## src/rtl/rww_pkg.sv

```systemverilog
package rww_pkg;

  typedef enum logic [1:0] {
    SRC_ARRAY  = 2'd0,
    SRC_IDENT  = 2'd1,
    SRC_STATUS = 2'd2
  } src_e;

  typedef enum logic [1:0] {
    PEND_NONE  = 2'd0,
    PEND_PROG  = 2'd1,
    PEND_ERASE = 2'd2
  } pend_e;

  localparam logic [7:0] CODE_RD_ARRAY  = 8'hFF;
  localparam logic [7:0] CODE_RD_IDENT  = 8'h90;
  localparam logic [7:0] CODE_RD_STATUS = 8'h70;
  localparam logic [7:0] CODE_CLEAR     = 8'h50;
  localparam logic [7:0] CODE_PROG      = 8'h40;
  localparam logic [7:0] CODE_ERASE     = 8'h20;
  localparam logic [7:0] CODE_CONFIRM   = 8'hD0;

  // Map a command code onto a read source; valid only when is_src_code is true.
  function automatic src_e code_to_src(input logic [7:0] code);
    case (code)
      CODE_RD_IDENT:  return SRC_IDENT;
      CODE_RD_STATUS: return SRC_STATUS;
      default:        return SRC_ARRAY;
    endcase
  endfunction

  function automatic logic is_src_code(input logic [7:0] code);
    return (code == CODE_RD_ARRAY) || (code == CODE_RD_IDENT) ||
           (code == CODE_RD_STATUS);
  endfunction

endpackage

```

## src/rtl/rww_cmd_decode.sv

```systemverilog
module rww_cmd_decode
  import rww_pkg::*;
(
  input  logic       cmd_we,
  input  pend_e      pend,
  input  logic [7:0] code,
  output logic       data_cycle,
  output logic       mode_evt,
  output src_e       mode_val,
  output logic       clr_evt,
  output logic       prog_setup,
  output logic       erase_setup
);

  logic idle_cmd;

  always_comb begin
    idle_cmd    = cmd_we && (pend == PEND_NONE);
    data_cycle  = cmd_we && (pend != PEND_NONE);
    mode_evt    = idle_cmd && is_src_code(code);
    mode_val    = code_to_src(code);
    clr_evt     = idle_cmd && (code == CODE_CLEAR);
    prog_setup  = idle_cmd && (code == CODE_PROG);
    erase_setup = idle_cmd && (code == CODE_ERASE);
  end

endmodule

```

## src/rtl/rww_mode_bank.sv

```systemverilog
module rww_mode_bank
  import rww_pkg::*;
#(
  parameter int PART_W = 4
) (
  input  logic              clk,
  input  logic              rst_n,
  input  logic              mode_evt,
  input  src_e              mode_val,
  input  logic [PART_W-1:0] cmd_part,
  input  logic              done_evt,
  input  logic [PART_W-1:0] done_part,
  input  logic [PART_W-1:0] rd_sel,
  output src_e              rd_mode
);

  localparam int NPART = 1 << PART_W;

  logic [2*NPART-1:0] mode_flat;

  for (genvar p = 0; p < NPART; p++) begin : g_part
    src_e m_q;
    // A user source command outranks the end-of-write return to status.
    always_ff @(posedge clk or negedge rst_n) begin
      if (!rst_n)
        m_q <= SRC_ARRAY;
      else if (mode_evt && (cmd_part == PART_W'(p)))
        m_q <= mode_val;
      else if (done_evt && (done_part == PART_W'(p)))
        m_q <= SRC_STATUS;
    end
    assign mode_flat[2*p +: 2] = m_q;
  end

  always_comb begin
    rd_mode = SRC_ARRAY;
    for (int p = 0; p < NPART; p++)
      if (rd_sel == PART_W'(p)) rd_mode = src_e'(mode_flat[2*p +: 2]);
  end

endmodule

```

## src/rtl/rww_write_seq.sv

```systemverilog
module rww_write_seq
  import rww_pkg::*;
#(
  parameter int PART_W = 4,
  parameter int OFF_W  = 18,
  parameter int DATA_W = 16,
  parameter int STAT_W = PART_W + 4
) (
  input  logic              clk,
  input  logic              rst_n,
  input  logic              data_cycle,
  input  logic              prog_setup,
  input  logic              erase_setup,
  input  logic              clr_evt,
  input  logic [PART_W-1:0] cmd_part,
  input  logic [OFF_W-1:0]  cmd_off,
  input  logic [DATA_W-1:0] cmd_data,
  input  logic              eng_done,
  output pend_e             pend,
  output logic              busy,
  output logic [PART_W-1:0] busy_part,
  output logic              done_evt,
  output logic              rej_evt,
  output logic              seq_evt,
  output logic [STAT_W-1:0] status,
  output logic              eng_start,
  output logic              eng_op,
  output logic [PART_W-1:0] eng_part,
  output logic [OFF_W-1:0]  eng_addr,
  output logic [DATA_W-1:0] eng_data
);

  function automatic logic [STAT_W-1:0] pack_status(
    input logic rdy, input logic [PART_W-1:0] part,
    input logic rej, input logic seq);
    return {rdy, part, rej, seq, 1'b0};
  endfunction

  logic [PART_W-1:0] pend_part;
  logic [OFF_W-1:0]  pend_off;
  logic              err_rej, err_seq;
  logic              start_prog, start_erase, start_evt, confirm_ok;
  logic [PART_W-1:0] start_part;
  logic [OFF_W-1:0]  start_off;

  always_comb begin
    confirm_ok  = (cmd_data[7:0] == CODE_CONFIRM);
    start_prog  = data_cycle && (pend == PEND_PROG);
    start_erase = data_cycle && (pend == PEND_ERASE) && confirm_ok;
    seq_evt     = data_cycle && (pend == PEND_ERASE) && !confirm_ok;
    start_evt   = start_prog || start_erase;
    rej_evt     = (prog_setup || erase_setup) && busy;
    done_evt    = busy && eng_done;
    start_part  = start_prog ? cmd_part : pend_part;
    start_off   = start_prog ? cmd_off  : pend_off;
    status      = pack_status(!busy, busy_part, err_rej, err_seq);
  end

  always_ff @(posedge clk or negedge rst_n) begin
    if (!rst_n) begin
      pend      <= PEND_NONE;
      pend_part <= '0;
      pend_off  <= '0;
      busy      <= 1'b0;
      busy_part <= '0;
      err_rej   <= 1'b0;
      err_seq   <= 1'b0;
      eng_start <= 1'b0;
      eng_op    <= 1'b0;
      eng_part  <= '0;
      eng_addr  <= '0;
      eng_data  <= '0;
    end else begin
      eng_start <= start_evt;
      if (data_cycle)
        pend <= PEND_NONE;
      else if (prog_setup && !busy)
        pend <= PEND_PROG;
      else if (erase_setup && !busy)
        pend <= PEND_ERASE;
      if ((prog_setup || erase_setup) && !busy) begin
        pend_part <= cmd_part;
        pend_off  <= cmd_off;
      end
      if (start_evt) begin
        busy      <= 1'b1;
        busy_part <= start_part;
        eng_op    <= start_erase;
        eng_part  <= start_part;
        eng_addr  <= start_off;
        eng_data  <= cmd_data;
      end else if (done_evt) begin
        busy <= 1'b0;
      end
      err_rej <= rej_evt || (err_rej && !clr_evt);
      err_seq <= seq_evt || (err_seq && !clr_evt);
    end
  end

endmodule

```

## src/rtl/rww_read_port.sv

```systemverilog
module rww_read_port
  import rww_pkg::*;
#(
  parameter int PART_W = 4,
  parameter int STAT_W = PART_W + 4
) (
  input  logic              clk,
  input  logic              rst_n,
  input  logic              rd_req,
  input  logic [PART_W-1:0] rd_sel,
  input  src_e              rd_mode,
  input  logic              busy,
  input  logic [PART_W-1:0] busy_part,
  input  logic [STAT_W-1:0] status,
  output logic              rd_valid,
  output src_e              rd_src,
  output logic [PART_W-1:0] rd_part,
  output logic [STAT_W-1:0] rd_stat
);

  function automatic src_e pick_src(input src_e sel_mode, input logic hit_busy);
    return hit_busy ? SRC_STATUS : sel_mode;
  endfunction

  logic hit_busy;
  assign hit_busy = busy && (rd_sel == busy_part);

  always_ff @(posedge clk or negedge rst_n) begin
    if (!rst_n) begin
      rd_valid <= 1'b0;
      rd_src   <= SRC_ARRAY;
      rd_part  <= '0;
      rd_stat  <= '0;
    end else begin
      rd_valid <= rd_req;
      if (rd_req) begin
        rd_src  <= pick_src(rd_mode, hit_busy);
        rd_part <= rd_sel;
        rd_stat <= status;
      end
    end
  end

endmodule

```

## src/rtl/rww_ctrl.sv

```systemverilog
module rww_ctrl
  import rww_pkg::*;
#(
  parameter int ADDR_W = 22,
  parameter int DATA_W = 16,
  parameter int PART_W = 4
) (
  input  logic                       clk,
  input  logic                       rst_n,
  input  logic                       cmd_we,
  input  logic [ADDR_W-1:0]          cmd_addr,
  input  logic [DATA_W-1:0]          cmd_data,
  input  logic                       rd_req,
  input  logic [PART_W-1:0]          rd_sel,
  output logic                       rd_valid,
  output logic [1:0]                 rd_src,
  output logic [PART_W-1:0]          rd_part,
  output logic [PART_W+3:0]          rd_stat,
  output logic                       eng_start,
  output logic                       eng_op,
  output logic [PART_W-1:0]          eng_part,
  output logic [ADDR_W-PART_W-1:0]   eng_addr,
  output logic [DATA_W-1:0]          eng_data,
  input  logic                       eng_done
);

  localparam int OFF_W  = ADDR_W - PART_W;
  localparam int STAT_W = PART_W + 4;

  function automatic logic [PART_W-1:0] part_of(input logic [ADDR_W-1:0] a);
    return a[ADDR_W-1 -: PART_W];
  endfunction

  function automatic logic [OFF_W-1:0] off_of(input logic [ADDR_W-1:0] a);
    return a[OFF_W-1:0];
  endfunction

  // Named internal events, visible to the bound checker.
  pend_e             pend_w;
  logic              data_cycle, mode_evt, clr_evt, prog_setup, erase_setup;
  src_e              mode_val, rd_mode, rd_src_q;
  logic              busy_w, done_evt, rej_evt, seq_evt;
  logic [PART_W-1:0] busy_part_w, cmd_part_w;
  logic [STAT_W-1:0] status_w;

  assign cmd_part_w = part_of(cmd_addr);

  rww_cmd_decode u_dec (
    .cmd_we      (cmd_we),
    .pend        (pend_w),
    .code        (cmd_data[7:0]),
    .data_cycle  (data_cycle),
    .mode_evt    (mode_evt),
    .mode_val    (mode_val),
    .clr_evt     (clr_evt),
    .prog_setup  (prog_setup),
    .erase_setup (erase_setup)
  );

  rww_mode_bank #(.PART_W(PART_W)) u_modes (
    .clk       (clk),
    .rst_n     (rst_n),
    .mode_evt  (mode_evt),
    .mode_val  (mode_val),
    .cmd_part  (cmd_part_w),
    .done_evt  (done_evt),
    .done_part (busy_part_w),
    .rd_sel    (rd_sel),
    .rd_mode   (rd_mode)
  );

  rww_write_seq #(
    .PART_W(PART_W), .OFF_W(OFF_W), .DATA_W(DATA_W), .STAT_W(STAT_W)
  ) u_wseq (
    .clk         (clk),
    .rst_n       (rst_n),
    .data_cycle  (data_cycle),
    .prog_setup  (prog_setup),
    .erase_setup (erase_setup),
    .clr_evt     (clr_evt),
    .cmd_part    (cmd_part_w),
    .cmd_off     (off_of(cmd_addr)),
    .cmd_data    (cmd_data),
    .eng_done    (eng_done),
    .pend        (pend_w),
    .busy        (busy_w),
    .busy_part   (busy_part_w),
    .done_evt    (done_evt),
    .rej_evt     (rej_evt),
    .seq_evt     (seq_evt),
    .status      (status_w),
    .eng_start   (eng_start),
    .eng_op      (eng_op),
    .eng_part    (eng_part),
    .eng_addr    (eng_addr),
    .eng_data    (eng_data)
  );

  rww_read_port #(.PART_W(PART_W), .STAT_W(STAT_W)) u_rd (
    .clk       (clk),
    .rst_n     (rst_n),
    .rd_req    (rd_req),
    .rd_sel    (rd_sel),
    .rd_mode   (rd_mode),
    .busy      (busy_w),
    .busy_part (busy_part_w),
    .status    (status_w),
    .rd_valid  (rd_valid),
    .rd_src    (rd_src_q),
    .rd_part   (rd_part),
    .rd_stat   (rd_stat)
  );

  assign rd_src = rd_src_q;

endmodule

```

## config.mk

```make
export PLATFORM = sky130hd
export DESIGN_NAME = rww_ctrl
export DESIGN_NICKNAME = d
export VERILOG_FILES = /design/src/rtl/rww_pkg.sv /design/src/rtl/rww_cmd_decode.sv /design/src/rtl/rww_mode_bank.sv /design/src/rtl/rww_write_seq.sv /design/src/rtl/rww_read_port.sv /design/src/rtl/rww_ctrl.sv
export SDC_FILE = /design/constraint.sdc
export NUM_CORES = 1
export LEC_CHECK = 0
export BUFFER_PORTS_ARGS = -buffer_cell sky130_fd_sc_hd__buf_2
export CORE_UTILIZATION = 50
export DETAILED_ROUTE_END_ITERATION = 8
export GPL_TIMING_DRIVEN = 1
export PLACE_DENSITY = 0.74
export SLEW_MARGIN = 10
export SYNTH_ARGS = -nofsm -noshare
export SYNTH_HDL_FRONTEND = slang
export SYNTH_SLANG_ARGS = --single-unit
```

## constraint.sdc

```tcl
create_clock -name clk -period 1.8 [get_ports clk]
set_input_delay 0.27 -clock clk [delete_from_list [all_inputs] [get_ports clk]]
set_output_delay 0.27 -clock clk [all_outputs]
set_load 0.1 [all_outputs]
```

==> flow_summary_export.csv, run 1 <==
group,metric,value,unit
layout,diodes,0,
place,place.gp.congestion,0.853,
logic_synthesis,yosys.area.top_type_share,51.3,%
global_routing,grt_first_pass_wirelength,22300,um
logic_synthesis,yosys_warnings,0,
logic_synthesis,async_reset_ff_share,100,%
logic_synthesis,synth_top_cell_by_area,"dfrtp_1",
sta,tns,-0.258,ns
clock_network,clock_tree.buffer_depth,2,
drt,post-route-drc-count,0,
setup_path,worstSetupEndpointType,"flop",
setup_path,critPathRequiredTime,2.25,ns
logic_synthesis,synth_cell_types,53,
layout,final_design_area_no_fill,7490,sq um
power_and_ir_drop,power.static_leakage,3.78,nW
setup_path,critical_path_peak_fanout,8,
clock_network,clkTransAtPathRegs,0.06,ns
clock_network,cts-buffers-inserted,17,
logic_synthesis,postSynthRegisterBits,113,
place,count_of_placed_standard_cells_including_taps,761,
drt,detailroute.via_count,4703,
clock_network,insertion_delay,0.52,ns
global_routing,grt_usage,25.6,%
sta,slew_headroom,60.6,%
sta,finClkSkew,0.00692,ns
floorplanning,core-area,10500,sq um
drt,vias_per_cell,5.68,
setup_path,cp_cell_sequence,"or3b_4, nor4_4, and2_4, clkbuf_16, nand2_2, nand2_1",
global_routing,largest_net_degree_at_the_start_of_global_routing,60,
layout,num-nets-final,726,
sta,min_period_over_period,103,%
sta,grt_setup_unrepaired,"yes",
layout,post_route_cells_drive_above_1_share,35.0,%
clock_network,root_buffer,"clkbuf_8",
drt,drt_pre_antenna_iters,6,
global_routing,via_count_of_the_first_global_routing_pass,4614,
setup_path,critical_path_class,"reg -> reg",
layout,instances_no_fill,828,
sta,final_max_slew_viol_count,0,
clock_network,clock_tree_from_tritoncts,"yes",
sta,worst-slew-pin-transition,0.591,ns
logic_synthesis,synth_common_cells,"dfrtp_1 (113), nand2_1 (91), mux2i_1 (59), nor2_1 (48), a21oi_1 (35)",
floorplanning,core.rowCount,37,
drt,number_of_violations_reported_at_the_end_of_detailed_routing_iteration_0,341,
logic_synthesis,top_reg_cell_synth,"dfrtp_1",
setup_path,critical_path.slowest_cell,"or3b_4",
clock_network,numClockSinks,113,
power_and_ir_drop,report.power.total,0.00791,W
floorplanning,boundaryPins,102,
sta,final_critical_path_setup_slack,-0.0455,ns
sta,finalCriticalPeriod,1.85,ns
logic_synthesis,synth-edff-count,0,
setup_path,worstPathArrival,2.29,ns
drt,drt.antenna.violating_nets,0,
setup_path,crit_path_largest_cell_delay,0.48,ns
place,hpwlAfterDp,9080,um
drt,routed_wl,14600,um
run_status,run_status,"finished, violations left",
global_routing,antenna_found_initial,0,
job,drv.max_cap_violation_count,0,
floorplanning,starting_density,52.4,%
global_routing,sum_of_overflow_across_all_layers_after_global_routing,0,
power_and_ir_drop,powerDensity,1060,nW/um^2
floorplanning,floorplan.die.height,107,um
clock_network,cts_h_tree_depth,4,
layout,layout-area-overhead-vs-synth,36.0,%
floorplanning,chipWidth,107,um
logic_synthesis,synth_area_per_cell,10.6,sq um
setup_path,crit_path_launch_type,"flop",
place,number_of_buffers_inserted_by_port_buffering,100,
logic_synthesis,synth_nets,569,
sta,report.final.hold_viol_count,0,
logic_synthesis,postSynthCellCount,522,
logic_synthesis,synth-seq-area-share,51.3,%
drt,avgRoutedWirePerCell,17.6,um
min_path,min-delay-path-class,"in -> reg",
place,post_dp_cell_area,6380,sq um
sta,timing.fmax,542,MHz
place,place_ws,-0.297,ns
floorplanning,die_area,11400,sq um
sta,setup_viol,17,
run_status,violations,"negative setup slack",
power_and_ir_drop,ir_drop,0.000694,V
logic_synthesis,synth.cell_area,5510,sq um
logic_synthesis,synth.area.top_cells,"dfrtp_1 (51%), mux2i_1 (11%), nand2_1 (6.2%)",
logic_synthesis,post-synth-top-count-cell,"dfrtp_1",
==> layer usage <==
layer	GRT usage, %	routed length (um)	up-vias
met1	32.3	5920	2308
met4	12.8	503	0
met5	0	0	-
met3	6.38	983	51
met2	40.9	7200	215
li1	-	-	2129
==> layout by cell type, fill, tap and decap left out, drive strengths merged, types with 3 or more instances in the layout <==
| master | instances |
|---|---|
| dlygate4sd3 | 28 |
| buf | 144 |
| dfrtp | 113 |
| nor2 | 48 |
| clkinv | 4 |
| mux2 | 30 |
| nor4 | 9 |
| a21oi | 35 |
| nor3 | 6 |
| clkbuf | 25 |
| nor2b | 7 |
| inv | 6 |
| nor3b | 6 |
| nand3 | 13 |
| o22ai | 4 |
| mux2i | 59 |
| a31oi | 4 |
| or4 | 3 |
| nand2 | 92 |
| o21ai | 12 |
| clkinvlp | 4 |
| o31ai | 3 |
| xnor2 | 4 |
| mux4 | 3 |
| nand2b | 6 |
==> path summary, 6_finish.rpt <==
kind	start	end	slack (ns)	cells past startpoint
min reg2reg	u_wseq.eng_op	u_wseq.eng_op	0.46	2
max	u_wseq.pend[1]	u_wseq.pend_off[17]	-0.05	6
min in group asynchronous	rst_n	u_wseq.eng_addr[11]	0.13	2
min	eng_done	u_wseq.busy	0.05	2
max reg2reg	u_wseq.pend[1]	u_wseq.pend_off[17]	-0.05	6
max in group asynchronous	rst_n	u_rd.rd_stat[5]	1.15	3
==> layout make-up <==
class,count,area (sq um)
Inverter,6,22.5
Clock buffer,22,453
Fill cell,719,3020
Multi-Input combinational cell,366,2600
Clock inverter,10,110
Timing Repair Buffer,175,1300
Tap cell,136,170
Sequential cell,113,2830
==> registers in the layout, indices dropped and copies added, names as in the netlist <==
register            count
u_modes.g_part.m_q     32
u_rd.rd_part            4
u_rd.rd_src             2
u_rd.rd_stat            7
u_rd.rd_valid           1
u_wseq.busy             1
u_wseq.busy_part        4
u_wseq.eng_addr        18
u_wseq.eng_data        16
u_wseq.eng_op           1
u_wseq.eng_start        1
u_wseq.err_rej          1
u_wseq.err_seq          1
u_wseq.pend             2
u_wseq.pend_off        18
u_wseq.pend_part        4
==> worst max-delay path: cells and delay by family, from the launching register on <==
family	cells	cell delay, ns
buf+inv	1	0.19
flops	1	0.40
simple gates	5	1.19
==> power by group <==
| group | total (W) | internal (W) | switching, W |
|---|---|---|---|
| Sequential | 0.00290 | 0.00275 | 0.000152 |
| Clock | 0.00317 | 0.00203 | 0.00114 |
| Combinational | 0.00184 | 0.000436 | 0.00141 |
==> per-stage QoR <==
stage               hold WS [ns]  utilization (%)
floorplan                -0.0256                -
global placement          0.0952             60.7
detailed placement        0.0972             60.7
CTS                       0.0238             69.4
global route              0.0594             71.3
finish                    0.0536             71.3
==> logic make-up (layout without fill, tap and decap cells) <==
group                  count (synthesis)  after routing  share of synthesized area [%]
buffers and inverters                 43            213                           3.93
multiplexers                          92             92                           18.1
XOR/XNOR                               5              5                          0.795
flip-flops                           113            113                           51.3
other                                  1              1                         0.0681
AND/OR/NAND/NOR                      200            200                           18.3
AO/OA/AOI/OAI                         68             68                           7.50
==> repair_timing <==
| action | in CTS | in global routing |
|---|---|---|
| gates resized for setup | 14 | 26 |
| hold endpoints to repair | 140 | 0 |
| cloned | 0 | 4 |
| setup buffers | 0 | 3 |
| pin swaps | 1 | 34 |
| hold buffers | 28 | 0 |
| endpoints found under the setup margin | 54 | 59 |
No activity file was read; power rests on OpenSTA's default activity.
==> inputs of run 2 (changes only) <==
--- a/config.mk
+++ b/config.mk
@@ -13,4 +13,5 @@
 export SLEW_MARGIN = 10
 export SYNTH_ARGS = -nofsm -noshare
 export SYNTH_HDL_FRONTEND = slang
+export SYNTH_HIERARCHICAL = 1
 export SYNTH_SLANG_ARGS = --single-unit
==> run 2 against run 1 <==
The run still ends with negative setup slack left. Wire length is 15% higher. Via count fell by 0.85%. Non-clock buffer count is 39 higher. Highest routed layer unchanged.
==> flow_summary_export.csv, run 2 <==
group,metric,value,unit
sta,finClkSkew,0.00849,ns
floorplanning,starting_density,51.4,%
layout,largest_register_ff_count,32,
min_path,min-delay-path-class,"in -> reg",
layout,diodes,0,
drt,routed_wl,16700,um
sta,grt_setup_unrepaired,"yes",
drt,avgRoutedWirePerCell,21.0,um
logic_synthesis,postSynthCellCount,447,
place,number_of_buffers_inserted_by_port_buffering,101,
global_routing,grt_first_pass_wirelength,24800,um
layout,area_taken_by_multi_input_logic_gates,2540,sq um
clock_network,clock_tree.buffer_depth,2,
layout,most_common_library_cell_in_the_layout_ignoring_fill_and_taps,"dfrtp_1",
layout,layout.cells.most_common_list,"dfrtp_1 (113), buf_2 (96), buf_4 (52)",
global_routing,grt_usage,29.5,%
sta,worst-slew-pin-transition,0.526,ns
drt,detailroute.via_count,4663,
layout,num-nets-final,696,
setup_path,worstPathArrival,2.64,ns
sta,finalCriticalPeriod,2.22,ns
place,hpwlAfterDp,9330,um
clock_network,numClockSinks,114,
drt,number_of_violations_reported_at_the_end_of_detailed_routing_iteration_0,274,
setup_path,crit_path_launch_type,"flop",
global_routing,largest_net_degree_at_the_start_of_global_routing,44,
clock_network,root_buffer,"clkbuf_8",
sta,min_period_over_period,124,%
floorplanning,die_area,11000,sq um
floorplanning,floorplan.die.height,105,um
drt,post-route-drc-count,0,
floorplanning,core.rowCount,37,
sta,slew_headroom,65.0,%
clock_network,clkTransAtPathRegs,0.06,ns
floorplanning,chipWidth,105,um
setup_path,worstSetupEndpointType,"flop",
power_and_ir_drop,power.static_leakage,3.84,nW
floorplanning,boundaryPins,102,
clock_network,cts_h_tree_depth,4,
power_and_ir_drop,powerDensity,1010,nW/um^2
sta,setup_viol,97,
drt,drt_pre_antenna_iters,5,
floorplanning,core-area,10300,sq um
min_path,worst_hold_path.num_cells,2,
power_and_ir_drop,ir_drop,0.000957,V
clock_network,cts-buffers-inserted,17,
drt,drt.antenna.violating_nets,0,
logic_synthesis,yosys_warnings,6,
layout,regMostFlops,"u_modes/g_part.m_q",
sta,timing.fmax,450,MHz
setup_path,critical_path_class,"reg -> reg",
global_routing,antenna_found_initial,0,
clock_network,insertion_delay,0.54,ns
sta,tns,-27.28,ns
setup_path,critPathRequiredTime,2.22,ns
place,place.gp.congestion,0.847,
sta,report.final.hold_viol_count,0,
global_routing,sum_of_overflow_across_all_layers_after_global_routing,0,
sta,final_critical_path_setup_slack,-0.424,ns
logic_synthesis,synth_nets,494,
layout,register_area,2850,sq um
clock_network,clock_tree_from_tritoncts,"yes",
layout,fillers,600,
drt,vias_per_cell,5.84,
setup_path,critical_path_peak_fanout,23,
sta,final_max_slew_viol_count,0,
power_and_ir_drop,report.power.total,0.00813,W
run_status,violations,"negative setup slack",
layout,post_route_cells_drive_above_1_share,51.4,%
logic_synthesis,synth_area_per_cell,11.9,sq um
layout,layout-area-overhead-vs-synth,51.6,%
logic_synthesis,synth.cell_area,5300,sq um
run_status,run_status,"finished, violations left",
layout,reg.largest.list,"u_modes/g_part.m_q x32, u_wseq/eng_addr x18, u_wseq/pend_off x18",
global_routing,via_count_of_the_first_global_routing_pass,4808,
job,drv.max_cap_violation_count,0,
setup_path,worst-r2r-cell-count,6,
-- run 2: worst paths after layout --
kind | startpoint | end | slack [ns]
max | u_wseq/pend[1] | u_wseq/pend_off[1] | -0.42
min | cmd_addr[0] | u_wseq/pend_off[0] | 0.01
max reg2reg | u_wseq/pend[1] | u_wseq/pend_off[1] | -0.42
min reg2reg | u_wseq/err_rej | u_wseq/err_rej | 0.48
max in group asynchronous | rst_n | u_wseq/eng_part[3] | 0.93
min in group asynchronous | rst_n | u_rd/rd_stat[0] | 0.24
-- run 2: layout make-up --
type	count	area share, %
Clock buffer	17	5.15
Clock inverter	15	2.26
Inverter	23	1.07
Multi-Input combinational cell	279	31.6
Sequential cell	114	35.5
Tap cell	136	2.12
Timing Repair Buffer	214	22.3
-- run 2: per-stage QoR --
stage	instance area [sq um]	util (%)	instances	hold WS [ns]	setup WS [ns]
after CTS	7720	74.8	786	0.00303	-0.372
after detailed placement	6390	61.9	712	0.278	-0.510
after floorplan	5380	-	447	-0.0256	-0.409
final	8040	77.9	798	0.0113	-0.424
after global routing	8040	77.9	798	0.00500	-0.481
after global placement	6390	61.9	712	0.273	-0.442
-- run 2: worst max-delay path: stages, from the launching register on --
cell,delay (ns)
dfrtp_1,0.38
or3b_4,0.41
or4b_4,0.54
nor3_4,0.15
o21bai_2,0.11
buf_12,0.17
mux2_2,0.32
-- run 2: where the power goes --
group / switching (W) / total (W) / internal [W]
Combinational: 0.00134 / 0.00180 / 0.000467
Sequential: 0.000159 / 0.00291 / 0.00275
Clock: 0.00130 / 0.00342 / 0.00212
-- run 2: what timing repair did --
action / 4_1_cts / 5_1_grt
hold endpoints to repair: 62 / 0
buffers inserted: 10 / 15
hold buffers: 27 / 0
gates resized for setup: 48 / 60
cloned: 6 / 4
setup endpoints to repair: 82 / 97
pin swaps: 32 / 26
-- run 2: per-layer routing --
layer | wire [um] | vias to the layer above | track usage, %
li1 | - | 2038 | -
met1 | 6440 | 2366 | 33.7
met2 | 8780 | 211 | 51.7
met3 | 1050 | 48 | 8.92
met4 | 454 | 0 | 11.1
met5 | 0 | - | 0
==> inputs of run 3 (changes only) <==
--- a/config.mk
+++ b/config.mk
@@ -6,6 +6,8 @@
 export NUM_CORES = 1
 export LEC_CHECK = 0
 export BUFFER_PORTS_ARGS = -buffer_cell sky130_fd_sc_hd__buf_2
+export CAP_MARGIN = 25
+export CORE_ASPECT_RATIO = 0.6
 export CORE_UTILIZATION = 50
 export DETAILED_ROUTE_END_ITERATION = 8
 export GPL_TIMING_DRIVEN = 1
@@ -15,3 +17,4 @@
 export SYNTH_HDL_FRONTEND = slang
 export SYNTH_HIERARCHICAL = 1
 export SYNTH_SLANG_ARGS = --single-unit
+export TNS_END_PERCENT = 50
==> run 3 against run 2 <==
The flow still finishes with violations (negative setup slack). Setup slack improved by 0.033 ns. Global-route usage is 2.1 points lower. Critical path type unchanged. Wire length shrank 14%. Critical path depth is the same. Non-clock buffer count fell by 51. Cell area down 12%. Worst hold slack gained 0.065 ns. Clock skew fell by 0.0032 ns. Combinational power shrank 8%. Flip-flop and latch count stayed put.
==> flow_summary_export.csv, run 3 (synthesis gave the netlist of run 2 again) <==
group,metric,value,unit
run_status,run_status,"finished, violations left",
run_status,violations,"negative setup slack",
setup_path,worst-r2r-cell-count,6,
clock_network,clkTransAtPathRegs,0.05,ns
sta,timing.fmax,456,MHz
layout,post_route_cells_drive_above_1_share,44.9,%
clock_network,clock_tree.buffer_depth,2,
power_and_ir_drop,power.static_leakage,3.49,nW
global_routing,via_count_of_the_first_global_routing_pass,4296,
global_routing,antenna_found_initial,0,
sta,finalCriticalPeriod,2.19,ns
min_path,worst_hold_path.num_cells,2,
setup_path,critical_path_class,"reg -> reg",
clock_network,cts_h_tree_depth,4,
floorplanning,floorplan.die.height,81.8,um
floorplanning,chipWidth,135,um
layout,layout.core_utilization,70.1,%
job,drv.max_cap_violation_count,0,
setup_path,crit_path_launch_type,"flop",
floorplanning,die_area,11000,sq um
power_and_ir_drop,powerDensity,1140,nW/um^2
global_routing,sum_of_overflow_across_all_layers_after_global_routing,0,
sta,setup_viol,53,
sta,tns,-13.50,ns
drt,drt_pre_antenna_iters,5,
clock_network,numClockSinks,114,
floorplanning,core-area,10100,sq um
sta,grt_setup_unrepaired,"yes",
sta,fin_worst_hold_slack,0.0766,ns
setup_path,worstPathArrival,2.48,ns
place,place.gp.congestion,0.925,
drt,post-route-drc-count,0,
sta,final_max_slew_viol_count,0,
place,number_of_buffers_inserted_by_port_buffering,101,
sta,final_critical_path_setup_slack,-0.392,ns
setup_path,critPathRequiredTime,2.09,ns
sta,slew_headroom,66.4,%
min_path,min-delay-path-class,"in -> reg",
drt,drt.antenna.violating_nets,0,
setup_path,worstSetupEndpointType,"flop",
clock_network,insertion_delay,0.41,ns
clock_network,cts-buffers-inserted,17,
sta,report.final.hold_viol_count,0,
drt,detailroute.via_count,4328,
clock_network,root_buffer,"clkbuf_16",
sta,finClkSkew,0.00526,ns
setup_path,critical_path_peak_fanout,23,
layout,reg.largest.list,"u_modes/g_part.m_q x32, u_wseq/eng_addr x18, u_wseq/pend_off x18",
layout,num-nets-final,645,
place,place_ws,-0.555,ns
layout,diodes,0,
drt,vias_per_cell,5.81,
global_routing,grt_usage,27.4,%
global_routing,grt_first_pass_wirelength,22500,um
layout,instances_no_fill,745,
floorplanning,boundaryPins,102,
sta,worst-slew-pin-transition,0.504,ns
sta,min_period_over_period,122,%
clock_network,clock_tree_from_tritoncts,"yes",
layout,layout-area-overhead-vs-synth,33.4,%
drt,number_of_violations_reported_at_the_end_of_detailed_routing_iteration_0,436,
layout,regMostFlops,"u_modes/g_part.m_q",
floorplanning,starting_density,52.6,%
place,count_of_placed_standard_cells_including_taps,711,
power_and_ir_drop,ir_drop,0.000748,V
global_routing,largest_net_degree_at_the_start_of_global_routing,44,
layout,layout.cells.most_common_list,"dfrtp_1 (114), buf_2 (98), buf_4 (54)",
layout,most_common_library_cell_in_the_layout_ignoring_fill_and_taps,"dfrtp_1",
place,hpwlAfterDp,9580,um
layout,largest_register_ff_count,32,
drt,avgRoutedWirePerCell,19.2,um
drt,routed_wl,14300,um
floorplanning,core.rowCount,28,
[run 3: changes by cell type in the layout (fill, tap and decap cells not counted), sizes merged]
cell / previous run / this run
inv: 26 / 23
bufinv: 3 / 4
clkinv: 4 / 5
clkinvlp: 5 / 2
dlygate4sd3: 27 / 1
buf: 184 / 161
clkbuf: 20 / 21
[run 3: metrics by stage]
stage | power (W) | area [sq um]
final | 0.00810 | 7080
after global routing | 0.00833 | 7080
after CTS | 0.00813 | 7030
after detailed placement | 0.00456 | 6350
after global placement | 0.00453 | 6350
after floorplan | 0.00418 | 5350
[run 3: cell type report]
type | instances | area [sq um]
Clock buffer | 20 | 457
Clock inverter | 11 | 160
Fill cell | 672 | 3010
Inverter | 23 | 86.3
Multi-Input combinational cell | 279 | 2270
Sequential cell | 114 | 2850
Tap cell | 135 | 169
Timing Repair Buffer | 163 | 1080
[run 3: power by group]
part / leakage (nW) / total, W / switching, W / internal [W]
sequential: 1.47 / 0.00290 / 0.000144 / 0.00275
clock: 0.301 / 0.00354 / 0.00118 / 0.00237
combinational: 1.71 / 0.00166 / 0.00129 / 0.000372
[run 3: final timing paths]
path | startpoint | end | slack [ns]
min in group asynchronous | rst_n | u_wseq/eng_data[1] | 0.38
worst min register to register | u_wseq/err_rej | u_wseq/err_rej | 0.48
worst max-delay path | u_wseq/pend[1] | u_wseq/pend_off[13] | -0.39
max in group asynchronous | rst_n | u_modes/g_part[11].m_q[1] | 0.81
worst max register to register | u_wseq/pend[1] | u_wseq/pend_off[13] | -0.39
worst min-delay path | eng_done | u_wseq/busy | 0.08
[run 3: metal layers]
metal	vias up	wire length, um	GRT usage, %
met2	232	6270	40.9
met4	0	208	9.10
met1	2142	6440	37.5
met5	-	0	0
met3	25	1400	9.32
li1	1929	-	-
[run 3: critical path, cell delays in order (launching register included)]
cell and delay, ns:
dfrtp_1 0.38, or3b_4 0.41, or4b_4 0.54, nor3_4 0.16, o21bai_2 0.11, buf_12 0.17
mux2_2 0.28
[run 3: timing repair]
| item | in CTS | in global routing |
|---|---|---|
| resized for setup | 16 | 7 |
| endpoints found under the hold margin | 34 | 0 |
| pin swaps | 0 | 2 |
| hold buffers | 1 | 0 |
| buffers inserted | 0 | 2 |
| setup endpoints to repair | 89 | 88 |
